--- src/rtl/fr_hdr_pkg.sv ---
package fr_hdr_pkg;
   typedef enum logic [1:0] {
      PH_IDLE = 2'd0,
      PH_HDR  = 2'd1,
      PH_PAY  = 2'd2
   } ph_t;

   // position of the first header rule/flag bits; fixed by the frame layout
   localparam int P_RSV  = 1;
   localparam int P_PPI  = 2;
   localparam int P_NFI  = 3;
   localparam int P_SYN  = 4;
   localparam int P_STU  = 5;
   localparam int P_ID0  = 6;
endpackage

--- src/rtl/fr_hcrc.sv ---
module fr_hcrc #(
   parameter int          W    = 11,
   parameter logic [W-1:0] POLY = 11'h385,
   parameter logic [W-1:0] INIT = 11'h01A
) (
   input  logic         clk,
   input  logic         rst_n,
   input  logic         init,
   input  logic         en,
   input  logic         d,
   output logic [W-1:0] crc
);
   generate
      if (W < 2) begin : g_bad_w
         $error("fr_hcrc: W must be at least 2");
      end
   endgenerate

   logic         fb;
   logic [W-1:0] nxt;

   assign fb = crc[W-1] ^ d;

   genvar g;
   generate
      for (g = 0; g < W; g++) begin : g_tap
         if (g == 0) begin : g_lsb
            assign nxt[g] = fb & POLY[g];
         end else begin : g_up
            assign nxt[g] = crc[g-1] ^ (fb & POLY[g]);
         end
      end
   endgenerate

   always_ff @(posedge clk or negedge rst_n) begin
      if (!rst_n)    crc <= INIT;
      else if (init) crc <= INIT;
      else if (en)   crc <= nxt;
   end

   p_crc_hold_r5: assert property (@(posedge clk) disable iff (!rst_n)
      (!init && !en) |=> $stable(crc));
endmodule

--- src/rtl/fr_bit_seq.sv ---
module fr_bit_seq
   import fr_hdr_pkg::*;
#(
   parameter int P_HEND = 40,
   parameter int CNT_W  = 6
) (
   input  logic             clk,
   input  logic             rst_n,
   input  logic             bit_vld,
   input  logic             sof,
   input  logic             len_zero,
   input  logic             pay_last,
   output logic             take_hdr,
   output logic             take_pay,
   output logic [CNT_W-1:0] idx,
   output logic             hdr_last
);
   localparam logic [CNT_W-1:0] I_HEND = CNT_W'(P_HEND);

   generate
      if ((1 << CNT_W) <= P_HEND) begin : g_bad_cnt
         $error("fr_bit_seq: CNT_W too small for header length");
      end
   endgenerate

   ph_t              ph;
   logic [CNT_W-1:0] cnt;

   assign idx      = sof ? '0 : cnt;
   assign take_hdr = bit_vld && (sof || ph == PH_HDR);
   assign take_pay = bit_vld && !sof && ph == PH_PAY;
   assign hdr_last = take_hdr && idx == I_HEND;

   always_ff @(posedge clk or negedge rst_n) begin
      if (!rst_n) begin
         ph  <= PH_IDLE;
         cnt <= '0;
      end else if (take_hdr) begin
         cnt <= idx + 1'b1;
         if (hdr_last) ph <= len_zero ? PH_IDLE : PH_PAY;
         else          ph <= PH_HDR;
      end else if (take_pay && pay_last) begin
         ph <= PH_IDLE;
      end
   end

   p_restart_r10: assert property (@(posedge clk) disable iff (!rst_n)
      (bit_vld && sof) |=> (ph == PH_HDR && cnt == CNT_W'(1)));
endmodule

--- src/rtl/fr_hdr_fields.sv ---
module fr_hdr_fields
   import fr_hdr_pkg::*;
#(
   parameter int          ID_W        = 11,
   parameter int          LEN_W       = 7,
   parameter int          CYC_W       = 6,
   parameter int          CRC_W       = 11,
   parameter int          CNT_W       = 6,
   parameter bit          CHECK_RULES = 1'b1,
   parameter logic [CRC_W-1:0] POLY   = 11'h385,
   parameter logic [CRC_W-1:0] INIT   = 11'h01A
) (
   input  logic             clk,
   input  logic             rst_n,
   input  logic             take,
   input  logic [CNT_W-1:0] idx,
   input  logic             b,
   output logic             rsv,
   output logic             ppi,
   output logic             nfi,
   output logic             syn,
   output logic             stu,
   output logic [ID_W-1:0]  id,
   output logic [LEN_W-1:0] len,
   output logic [CYC_W-1:0] cyc,
   output logic             hcrc_ok,
   output logic             fld_err,
   output logic             hdr_done
);
   localparam int P_LEN0 = P_ID0 + ID_W;
   localparam int P_CRC0 = P_LEN0 + LEN_W;
   localparam int P_CYC0 = P_CRC0 + CRC_W;
   localparam int P_HEND = P_CYC0 + CYC_W - 1;

   localparam logic [CNT_W-1:0] I_RSV  = CNT_W'(P_RSV);
   localparam logic [CNT_W-1:0] I_PPI  = CNT_W'(P_PPI);
   localparam logic [CNT_W-1:0] I_NFI  = CNT_W'(P_NFI);
   localparam logic [CNT_W-1:0] I_SYN  = CNT_W'(P_SYN);
   localparam logic [CNT_W-1:0] I_STU  = CNT_W'(P_STU);
   localparam logic [CNT_W-1:0] I_ID0  = CNT_W'(P_ID0);
   localparam logic [CNT_W-1:0] I_LEN0 = CNT_W'(P_LEN0);
   localparam logic [CNT_W-1:0] I_CRC0 = CNT_W'(P_CRC0);
   localparam logic [CNT_W-1:0] I_CYC0 = CNT_W'(P_CYC0);
   localparam logic [CNT_W-1:0] I_CEND = CNT_W'(P_CYC0 - 1);
   localparam logic [CNT_W-1:0] I_HEND = CNT_W'(P_HEND);

   generate
      if (ID_W < 2 || LEN_W < 2 || CYC_W < 2 || CRC_W < 2) begin : g_bad_w
         $error("fr_hdr_fields: field widths must be at least 2");
      end
   endgenerate

   logic             crc_init, crc_en;
   logic [CRC_W-1:0] crc_calc;
   logic [CRC_W-1:0] rcrc;
   logic             rule_err;

   // checksum window: sync bit up to the last length bit
   assign crc_init = take && idx == '0;
   assign crc_en   = take && idx >= I_SYN && idx < I_CRC0;

   fr_hcrc #(.W(CRC_W), .POLY(POLY), .INIT(INIT)) u_crc (
      .clk   (clk),
      .rst_n (rst_n),
      .init  (crc_init),
      .en    (crc_en),
      .d     (b),
      .crc   (crc_calc)
   );

   generate
      if (CHECK_RULES) begin : g_rules
         assign rule_err = (id == '0) || (stu && !syn) || (ppi && !nfi);
         p_id_zero_r6: assert property (@(posedge clk) disable iff (!rst_n)
            (hdr_done && id == '0) |-> fld_err);
      end else begin : g_norules
         assign rule_err = 1'b0;
      end
   endgenerate

   always_ff @(posedge clk or negedge rst_n) begin
      if (!rst_n) begin
         rsv      <= 1'b0;
         ppi      <= 1'b0;
         nfi      <= 1'b0;
         syn      <= 1'b0;
         stu      <= 1'b0;
         id       <= '0;
         len      <= '0;
         rcrc     <= '0;
         cyc      <= '0;
         hcrc_ok  <= 1'b0;
         fld_err  <= 1'b0;
         hdr_done <= 1'b0;
      end else begin
         hdr_done <= take && idx == I_HEND;
         if (take) begin
            if (idx == I_RSV) rsv <= b;
            if (idx == I_PPI) ppi <= b;
            if (idx == I_NFI) nfi <= b;
            if (idx == I_SYN) syn <= b;
            if (idx == I_STU) stu <= b;
            if (idx >= I_ID0  && idx < I_LEN0) id   <= {id[ID_W-2:0], b};
            if (idx >= I_LEN0 && idx < I_CRC0) len  <= {len[LEN_W-2:0], b};
            if (idx >= I_CRC0 && idx < I_CYC0) rcrc <= {rcrc[CRC_W-2:0], b};
            if (idx >= I_CYC0 && idx <= I_HEND) cyc <= {cyc[CYC_W-2:0], b};
            if (idx == I_CEND) hcrc_ok <= ({rcrc[CRC_W-2:0], b} == crc_calc);
            if (idx == I_HEND) fld_err <= rule_err;
         end
      end
   end

   p_done_single_r2: assert property (@(posedge clk) disable iff (!rst_n)
      hdr_done |=> !hdr_done);
endmodule

--- src/rtl/fr_pay_bytes.sv ---
module fr_pay_bytes #(
   parameter int LEN_W  = 7,
   parameter int BYTE_W = 8
) (
   input  logic              clk,
   input  logic              rst_n,
   input  logic              start,
   input  logic              take,
   input  logic              b,
   input  logic [LEN_W:0]    nbytes,
   output logic              byte_vld,
   output logic [BYTE_W-1:0] byte_data,
   output logic              last
);
   localparam int BI_W = (BYTE_W > 2) ? $clog2(BYTE_W) : 1;
   localparam logic [BI_W-1:0] BI_END = BI_W'(BYTE_W - 1);

   generate
      if (BYTE_W < 2) begin : g_bad_w
         $error("fr_pay_bytes: BYTE_W must be at least 2");
      end
   endgenerate

   logic [BYTE_W-1:0] sh;
   logic [BI_W-1:0]   bi;
   logic [LEN_W:0]    bc;
   logic              byte_end;

   assign byte_end = take && bi == BI_END;
   assign last     = byte_end && (bc == nbytes - 1'b1);

   always_ff @(posedge clk or negedge rst_n) begin
      if (!rst_n) begin
         sh        <= '0;
         bi        <= '0;
         bc        <= '0;
         byte_vld  <= 1'b0;
         byte_data <= '0;
      end else begin
         byte_vld <= byte_end;
         if (byte_end) byte_data <= {sh[BYTE_W-2:0], b};
         if (start) begin
            bi <= '0;
            bc <= '0;
         end else if (take) begin
            sh <= {sh[BYTE_W-2:0], b};
            bi <= byte_end ? '0 : bi + 1'b1;
            if (byte_end) bc <= bc + 1'b1;
         end
      end
   end

   p_byte_gap_r7: assert property (@(posedge clk) disable iff (!rst_n)
      byte_vld |=> !byte_vld);
endmodule

--- src/rtl/fr_hdr_parse.sv ---
module fr_hdr_parse #(
   parameter int          ID_W        = 11,
   parameter int          LEN_W       = 7,
   parameter int          CYC_W       = 6,
   parameter int          CRC_W       = 11,
   parameter int          BYTE_W      = 8,
   parameter bit          CHECK_RULES = 1'b1,
   parameter logic [CRC_W-1:0] POLY   = 11'h385,
   parameter logic [CRC_W-1:0] INIT   = 11'h01A
) (
   input  logic              clk,
   input  logic              rst_n,
   input  logic              bit_vld,
   input  logic              bit_in,
   input  logic              sof,
   output logic              hdr_done,
   output logic              f_reserved,
   output logic              f_ppi,
   output logic              f_nfi,
   output logic              f_sync,
   output logic              f_startup,
   output logic [ID_W-1:0]   frame_id,
   output logic [LEN_W-1:0]  pay_words,
   output logic [LEN_W:0]    pay_bytes,
   output logic [CYC_W-1:0]  cycle_cnt,
   output logic              hcrc_ok,
   output logic              fld_err,
   output logic              byte_vld,
   output logic [BYTE_W-1:0] byte_data,
   output logic              pay_done
);
   localparam int P_HEND = fr_hdr_pkg::P_ID0 + ID_W + LEN_W + CRC_W + CYC_W - 1;
   localparam int CNT_W  = $clog2(P_HEND + 1);

   logic             take_hdr, take_pay, hdr_last, pay_last, len_zero;
   logic [CNT_W-1:0] idx;

   assign len_zero  = (pay_words == '0);
   assign pay_bytes = {pay_words, 1'b0};

   fr_bit_seq #(.P_HEND(P_HEND), .CNT_W(CNT_W)) u_seq (
      .clk      (clk),
      .rst_n    (rst_n),
      .bit_vld  (bit_vld),
      .sof      (sof),
      .len_zero (len_zero),
      .pay_last (pay_last),
      .take_hdr (take_hdr),
      .take_pay (take_pay),
      .idx      (idx),
      .hdr_last (hdr_last)
   );

   fr_hdr_fields #(
      .ID_W(ID_W), .LEN_W(LEN_W), .CYC_W(CYC_W), .CRC_W(CRC_W),
      .CNT_W(CNT_W), .CHECK_RULES(CHECK_RULES), .POLY(POLY), .INIT(INIT)
   ) u_fld (
      .clk      (clk),
      .rst_n    (rst_n),
      .take     (take_hdr),
      .idx      (idx),
      .b        (bit_in),
      .rsv      (f_reserved),
      .ppi      (f_ppi),
      .nfi      (f_nfi),
      .syn      (f_sync),
      .stu      (f_startup),
      .id       (frame_id),
      .len      (pay_words),
      .cyc      (cycle_cnt),
      .hcrc_ok  (hcrc_ok),
      .fld_err  (fld_err),
      .hdr_done (hdr_done)
   );

   fr_pay_bytes #(.LEN_W(LEN_W), .BYTE_W(BYTE_W)) u_pay (
      .clk       (clk),
      .rst_n     (rst_n),
      .start     (hdr_last),
      .take      (take_pay),
      .b         (bit_in),
      .nbytes    (pay_bytes),
      .byte_vld  (byte_vld),
      .byte_data (byte_data),
      .last      (pay_last)
   );

   always_ff @(posedge clk or negedge rst_n) begin
      if (!rst_n) pay_done <= 1'b0;
      else        pay_done <= (hdr_last && len_zero) || (take_pay && pay_last);
   end

   p_zero_len_r8: assert property (@(posedge clk) disable iff (!rst_n)
      (hdr_done && pay_words == '0) |-> pay_done);
   p_done_companion_r8: assert property (@(posedge clk) disable iff (!rst_n)
      pay_done |-> (byte_vld || hdr_done));
endmodule

--- config.mk ---
export PLATFORM = sky130hd
export DESIGN_NAME = fr_hdr_parse
export DESIGN_NICKNAME = d
export VERILOG_FILES = /design/src/rtl/fr_hdr_pkg.sv /design/src/rtl/fr_hcrc.sv /design/src/rtl/fr_bit_seq.sv /design/src/rtl/fr_hdr_fields.sv /design/src/rtl/fr_pay_bytes.sv /design/src/rtl/fr_hdr_parse.sv
export SDC_FILE = /design/constraint.sdc
export NUM_CORES = 1
export LEC_CHECK = 0
export ABC_CLOCK_PERIOD_IN_PS = 2200
export BUFFER_PORTS_ARGS = -buffer_cell sky130_fd_sc_hd__clkbuf_2
export CAP_MARGIN = 20
export CORE_MARGIN = 10
export CORE_UTILIZATION = 58
export DETAILED_ROUTE_END_ITERATION = 12
export PLACE_DENSITY = 0.86
export REMOVE_ABC_BUFFERS = 1
export SLEW_MARGIN = 20
export SYNTH_ARGS = -nofsm -noshare
export SYNTH_HDL_FRONTEND = slang
export SYNTH_SLANG_ARGS = --single-unit
--- constraint.sdc ---
create_clock -name clk -period 2.2 [get_ports clk]
set_input_delay 0.44 -clock clk [delete_from_list [all_inputs] [get_ports clk]]
set_output_delay 0.44 -clock clk [all_outputs]
set_load 0.01 [all_outputs]
## After elaboration in Yosys (flattened, before gate mapping)

Index checks and enable logic that the tools add are counted.
W data, S select, Z words.

| cells by class | value |
|---|---|
| add/subtract/negate cells | 4 |
| magnitude comparators | 9 |
| equal/unequal tests | 12 |
| multiplexer cells | 13 |
| bitwise operators | 6 |
| reductions and logical operators | 44 |

Operators by type and width:

| operator | count |
|---|---|
| $reduce_and A2 Y1 | 13 |
| $mux W8 | 3 |
| $mux W11 | 2 |
| $logic_and A1 B1 Y1 | 17 |
| $eq A6 B2 Y1 const B | 2 |
| $eq A6 B3 Y1 const B | 2 |
| $eq A6 B6 Y1 const B | 2 |
| $ge A6 B3 Y1 const B | 2 |
| $ge A6 B5 Y1 const B | 2 |
| $lt A6 B5 Y1 const B | 2 |
| $eq A11 B11 Y1 | 1 |
| $logic_not A11 Y1 | 1 |
| $mux W3 | 3 |
| $add A8 B1 Y8 const B | 1 |
| $eq A8 B8 Y1 | 1 |
| $mux W2 | 4 |
| $reduce_bool A2 Y1 | 4 |
| $sub A8 B1 Y8 const B | 1 |
| $logic_not A7 Y1 | 1 |
| $add A6 B1 Y6 const B | 1 |
| $eq A6 B1 Y1 const B | 1 |
| $ge A6 B6 Y1 const B | 1 |
| $le A6 B6 Y1 const B | 1 |
| $logic_not A6 Y1 | 1 |
| other kinds (10) | 19 |

| word-level totals | value |
|---|---|
| register bits after elaboration | 89 |
| bits of input ports | 5 |
| output and inout bits | 50 |
| logic and storage cells | 109 |

## Depth between registers and ports, before layout

| logic depth | value |
|---|---|
| word-level depth | 8 |
| depth in mapped cells | 9 |
| depth with buffers taken out | 7 |

## By module

A second synthesis with hierarchy kept.

| second synthesis, totals | value |
|---|---|
| cell total of the unflattened synthesis | 404 |
| area, all modules | 4488.1 µm² |

By module, submodules not included:

| module | instances | cells an instance | area each (µm²) | sequential area each (µm²) |
|---|---|---|---|---|
| fr_hdr_fields | 1 | 143 | 1953.1 | 1051.0 |
| fr_pay_bytes | 1 | 140 | 1352.5 | 675.6 |
| fr_hcrc | 1 | 52 | 539.3 | 279.0 |
| fr_bit_seq | 1 | 54 | 511.7 | 200.2 |
| fr_hdr_parse | 1 | 15 | 131.4 | 25.0 |

## Worst setup path after synthesis

No wires, ideal clock.

| timing path | value |
|---|---|
| kind | input -> register |
| from | input port sof |
| to | register u_fld.rcrc[0] |
| arrival | 2164 ps |
| setup slack | -89 ps |
| stages on the path | 8 |
| cell sequence | buf_2 clkbuf_1 nand2b_1 inv_1 ha_1 o32ai_1 nand2_1 mux2_2 |

| on the way | value |
|---|---|
| word-level cells in the longest chain between the ends | 4 |
| elaborated cells between the ends (all ways) | 7 |
| those cells by class | order compare: 2; mux: 1; reduce/logical: 4 |

RTL lines:

| what | RTL line | text |
|---|---|---|
| start: declaration | fr_hdr_parse.sv:15 | `input logic sof,` |
| $mux W6 | fr_bit_seq.sv:29 | `assign idx = sof ? '0 : cnt;` |
| $ge A6 B5 Y1 or $lt A6 B6 Y1 (tied branches) | fr_hdr_fields.sv:105 | `if (idx >= I_CRC0 && idx < I_CYC0) rcrc <= {rcrc[CRC_W-2:0], b};` |
| $logic_and A1 B1 Y1 | fr_hdr_fields.sv:105 |  |
| $reduce_and A2 Y1 (no source line) * | -- |  |
| end signal: assignment | fr_hdr_fields.sv:105 |  |
| end: declaration | fr_hdr_fields.sv:55 | `logic [CRC_W-1:0] rcrc;` |

Mark *: on every way between the ends. The rest lies on a longest branch, timed or not.
A chain may end at the register's enable or synchronous reset.

## Worst setup path in the final report

| timing path | value |
|---|---|
| from | register u_seq.cnt[0] |
| to | register u_fld.rcrc[0] |

| on the way | value |
|---|---|
| word-level cells in the longest chain between the ends | 4 |
| elaborated cells between the ends (all ways) | 5 |
| those cells by class | order compare: 2; mux: 1; reduce/logical: 2 |

RTL lines:

| what | RTL line | text |
|---|---|---|
| start: declaration | fr_bit_seq.sv:27 | `logic [CNT_W-1:0] cnt;` |
| start signal: assignment | fr_bit_seq.sv:39 | `cnt <= idx + 1'b1;` |
| $mux W6 * | fr_bit_seq.sv:29 |  |
| $ge A6 B5 Y1 or $lt A6 B6 Y1 (tied branches) | fr_hdr_fields.sv:105 |  |
| $logic_and A1 B1 Y1 * | fr_hdr_fields.sv:105 |  |
| $reduce_and A2 Y1 (no source line) * | -- |  |

Marks and branches as above.

==> results.py <==
metrics = {
    "job": {
        "timing.max_cap.violations": 0,
    },
    "die": {
        "die_area_sq_um": 11200,
        "coreArea_sq_um": 7210,
        "rows": 31,
        "initial_cell_density_of_the_core": 0.592,
        "chip_width_um": 106,
        "die_h_um": 106,
        "io_pins": 55,
    },
    "sta": {
        "hold_ws_ns": 0.343,
        "max_clock_freq_mhz": 507,
        "finalCriticalPeriod_ns": 1.97,
        "worst_clock_skew_ns": 0.00820,
        "slew_limit_headroom": 0.665,
        "worst-slew-pin-transition_ns": 0.501,
        "final.period_utilization": 0.897,
        "hold_violations": 0,
        "setup_violations": 0,
        "slew_violations": 0,
        "rsz_0062_raised_after_global_routing": "no",
    },
    "synthesis": {
        "seq_area_frac_synth": 0.522,
        "ys.flop_type": "sky130_fd_sc_hd__dfrtp_1",
        "synth.top_cells.by_area": "sky130_fd_sc_hd__dfrtp_1 50%, sky130_fd_sc_hd__mux2_2 12%, sky130_fd_sc_hd__xnor2_1 4.7%, sky130_fd_sc_hd__nand2_1 4.6%, sky130_fd_sc_hd__mux2i_1 3.3%",
        "synth_top_family_by_area": "multiplexers",
        "synth.most_common_cell": "sky130_fd_sc_hd__dfrtp_1",
        "synth_adder_area_share": 0.0293,
        "synth_compound_gate_area_share": 0.0439,
        "synth_top_cells_by_count": "86 x sky130_fd_sc_hd__dfrtp_1, 52 x sky130_fd_sc_hd__nand2_1, 45 x sky130_fd_sc_hd__mux2_2",
        "post_synth_mux_area_share": 0.154,
        "synth-warning-count": 0,
        "synthXorXnorAreaFrac": 0.0677,
        "syn-instance-count": 378,
        "ys_seq_elements": 89,
        "synth_enable_flop_cells": 0,
        "netlist-cell-type-count": 45,
        "syn_avg_cell_area_sq_um": 11.3,
        "synth_top_cell_area_share": 0.504,
        "synth_largest_area_cell": "sky130_fd_sc_hd__dfrtp_1",
        "async_reset_ff_frac": 1.00,
        "syn_area_sq_um": 4270,
        "synth_simple_gate_area_frac": 0.143,
    },
    "setup_path": {
        "critical_path_launch_point_type": "register",
        "timing_worst_setup_path_type": "reg -> reg",
        "data_arrival_critical_path_ns": 2.20,
        "critical_path_peak_fanout": 10,
        "worst_r2r_path_depth": 6,
        "critPathCaptureType": "register",
        "crit_required_ns": 2.43,
    },
    "drt": {
        "routed-via-count": 2963,
        "drtPass1Iterations": 4,
        "first_iter_violations": 176,
        "drc": 0,
        "routedWlPerCell_um": 16.7,
        "drt.antenna.violating_nets": 0,
        "drt-total-wl_um": 8990,
        "viasPerCell": 5.52,
    },
    "global_routing": {
        "grt_overflow_total": 0,
        "number_of_global_route_vias_before_repair": 3133,
        "globalRouteMet1Util": 0.203,
        "number_of_antenna_violations_at_the_first_check_in_global_routing": 0,
        "global_route.usage.met2": 0.273,
        "busiest_layer": "met2",
        "globalRouteTotalUtil": 0.168,
        "grt_use_met3": 0.0597,
        "grt_pass1_wl_um": 15500,
        "largest_net_degree_at_the_start_of_global_routing": 45,
    },
    "cts": {
        "clk_root_buffer_cell": "sky130_fd_sc_hd__clkbuf_8",
        "clk-insertion-delay-late_ns": 0.35,
        "cts_max_path_buffers": 2,
        "cts_tree": "built",
        "htreeDepth": 3,
        "cts_buffers": 9,
        "worst_setup_hold_path_clk_slew_ns": 0.08,
        "cts.sinks": 89,
    },
    "worst_hold_path": {
        "timing.hold.worst_path_depth": 2,
        "hold_class": "in -> reg",
    },
    "power_and_ir_drop": {
        "pwr-share-comb": 0.111,
        "ir_drop_uv": 582,
        "design_power_total_mw": 3.53,
        "sequentialPowerShare": 0.508,
        "power_density_over_the_cells_nw_per_um2": 720,
        "intPower_mw": 2.67,
        "leakagePower_nw": 2.43,
        "power_switching_uw": 866,
        "fraction_of_power_spent_switching_nets": 0.245,
        "power.clock.fraction": 0.381,
    },
    "placed_design": {
        "dpl.hpwl_um": 6440,
        "buffer_ports.inserted": 53,
        "detailed_place.area_sq_um": 4650,
        "post-place-cells": 521,
        "finalWeightedCongestion": 0.887,
    },
    "cells_and_area": {
        "postLayoutCellArea_sq_um": 4910,
        "area_delta_synth_final_pct": 14.9,
        "antennaDiodeCount": 0,
        "drive_gt1_frac": 0.313,
        "num-nets-final": 449,
        "layout.cells.non_filler": 537,
        "final_core_utilization": 0.680,
    },
    "status": {
        "status": "completed",
    },
}
-- path summary, 6_finish.rpt --
path                                                   to  slack [ns]                     start
max in group asynchronous  u_fld.u_crc.crc[1]$_DFFE_PN1P_        1.05                     rst_n
hold / removal                   u_seq.cnt[4]$_DFFE_PN0P_        0.34                       sof
setup / recovery                u_fld.rcrc[0]$_DFFE_PN0P_        0.23  u_seq.cnt[0]$_DFFE_PN0P_
hold reg to reg            u_pay.byte_data[7]$_DFFE_PN0P_        0.48   u_pay.sh[6]$_DFFE_PN0P_
min in group asynchronous         u_pay.bc[3]$_DFFE_PN0P_        0.55                     rst_n
setup reg to reg                u_fld.rcrc[0]$_DFFE_PN0P_        0.23  u_seq.cnt[0]$_DFFE_PN0P_
-- per-stage QoR --
stage | setup TNS [ns] | worst slack (ns)
CTS | 0 | 0.0913
floorplan | -1.07 | -0.0973
detailed placement | 0 | 0.0215
finish | 0 | 0.227
global route | 0 | 0.132
global placement | 0 | 0.134
-- area by class of cell --
| class | count | area, sq um |
|---|---|---|
| clock inverters | 5 | 104 |
| multi-input cells | 257 | 1880 |
| clock buffers | 10 | 138 |
| repair buffers | 68 | 395 |
| fillers | 564 | 2310 |
| well taps | 99 | 124 |
| flip-flops and latches | 89 | 2230 |
| inverters | 9 | 33.8 |
-- sequential cells by signal, indices dropped and copies added (netlist names), 2 cells and up --
name and count:
u_fld.cyc 6, u_fld.id 11, u_fld.len 7, u_fld.rcrc 10, u_fld.u_crc.crc 11, u_pay.bc 8, u_pay.bi 3, u_pay.byte_data 8
u_pay.sh 7, u_seq.cnt 6, u_seq.ph 2
-- critical path, cell delays in order, from the launching register on --
cell and delay [ns]:
sky130_fd_sc_hd__dfrtp_1 0.41, sky130_fd_sc_hd__nand2b_1 0.15, sky130_fd_sc_hd__inv_1 0.10, sky130_fd_sc_hd__ha_1 0.23, sky130_fd_sc_hd__o32ai_1 0.29, sky130_fd_sc_hd__nand2_1 0.30, sky130_fd_sc_hd__mux2_2 0.37
-- per-layer routing --
layer,vias up,wire [um],part of all wire
li1,1394,-,-
met1,1467,3880,0.43
met2,91,4420,0.49
met3,11,563,0.063
met4,0,119,0.013
met5,-,0,0
-- power groups by stage --
stage | sequential, mW | combinational [mW] | clock (mW)
after CTS | 1.80 | 0.400 | 1.37
final | 1.80 | 0.392 | 1.35
after global placement | 1.82 | 0.380 | 0
after global routing | 1.81 | 0.442 | 1.44
after floorplan | 1.83 | 0.206 | 0
after detailed placement | 1.83 | 0.393 | 0
-- cell families (layout without fill, tap and decap cells) --
family,after synthesis,after routing
DFF,89,89
and+or+nand+nor,123,123
buffers and inverters,32,92
xor gates and xnor gates,33,33
other,1,1
adders and majority gates,10,10
AOI/OAI and AO/OA,30,30
muxes,60,60
-- what timing repair did --
action	in CTS	in global routing
setup endpoints to repair	0	1
hold buffers	1	0
setup buffers	0	0
gates resized for setup	0	1
endpoints found under the hold margin	5	0
-- placed cells by master, fill, tap and decap left out, drive strengths merged, types with 2 or more instances in the layout --
cell type / instances
a21oi: 9
xnor2: 23
inv: 9
nand2b: 6
nand4: 5
nor3b: 2
dfstp: 3
a211oi: 2
nor4: 7
and4bb: 2
nand3b: 4
or3: 2
nor2: 27
nor3: 5
o21ai: 11
clkinv: 2
buf: 15
xor2: 10
mux2: 46
clkbuf: 62
bufinv: 3
nand2: 52
ha: 10
dfrtp: 86
nand3: 5
mux2i: 14
Power figures use the tool's default switching activity.
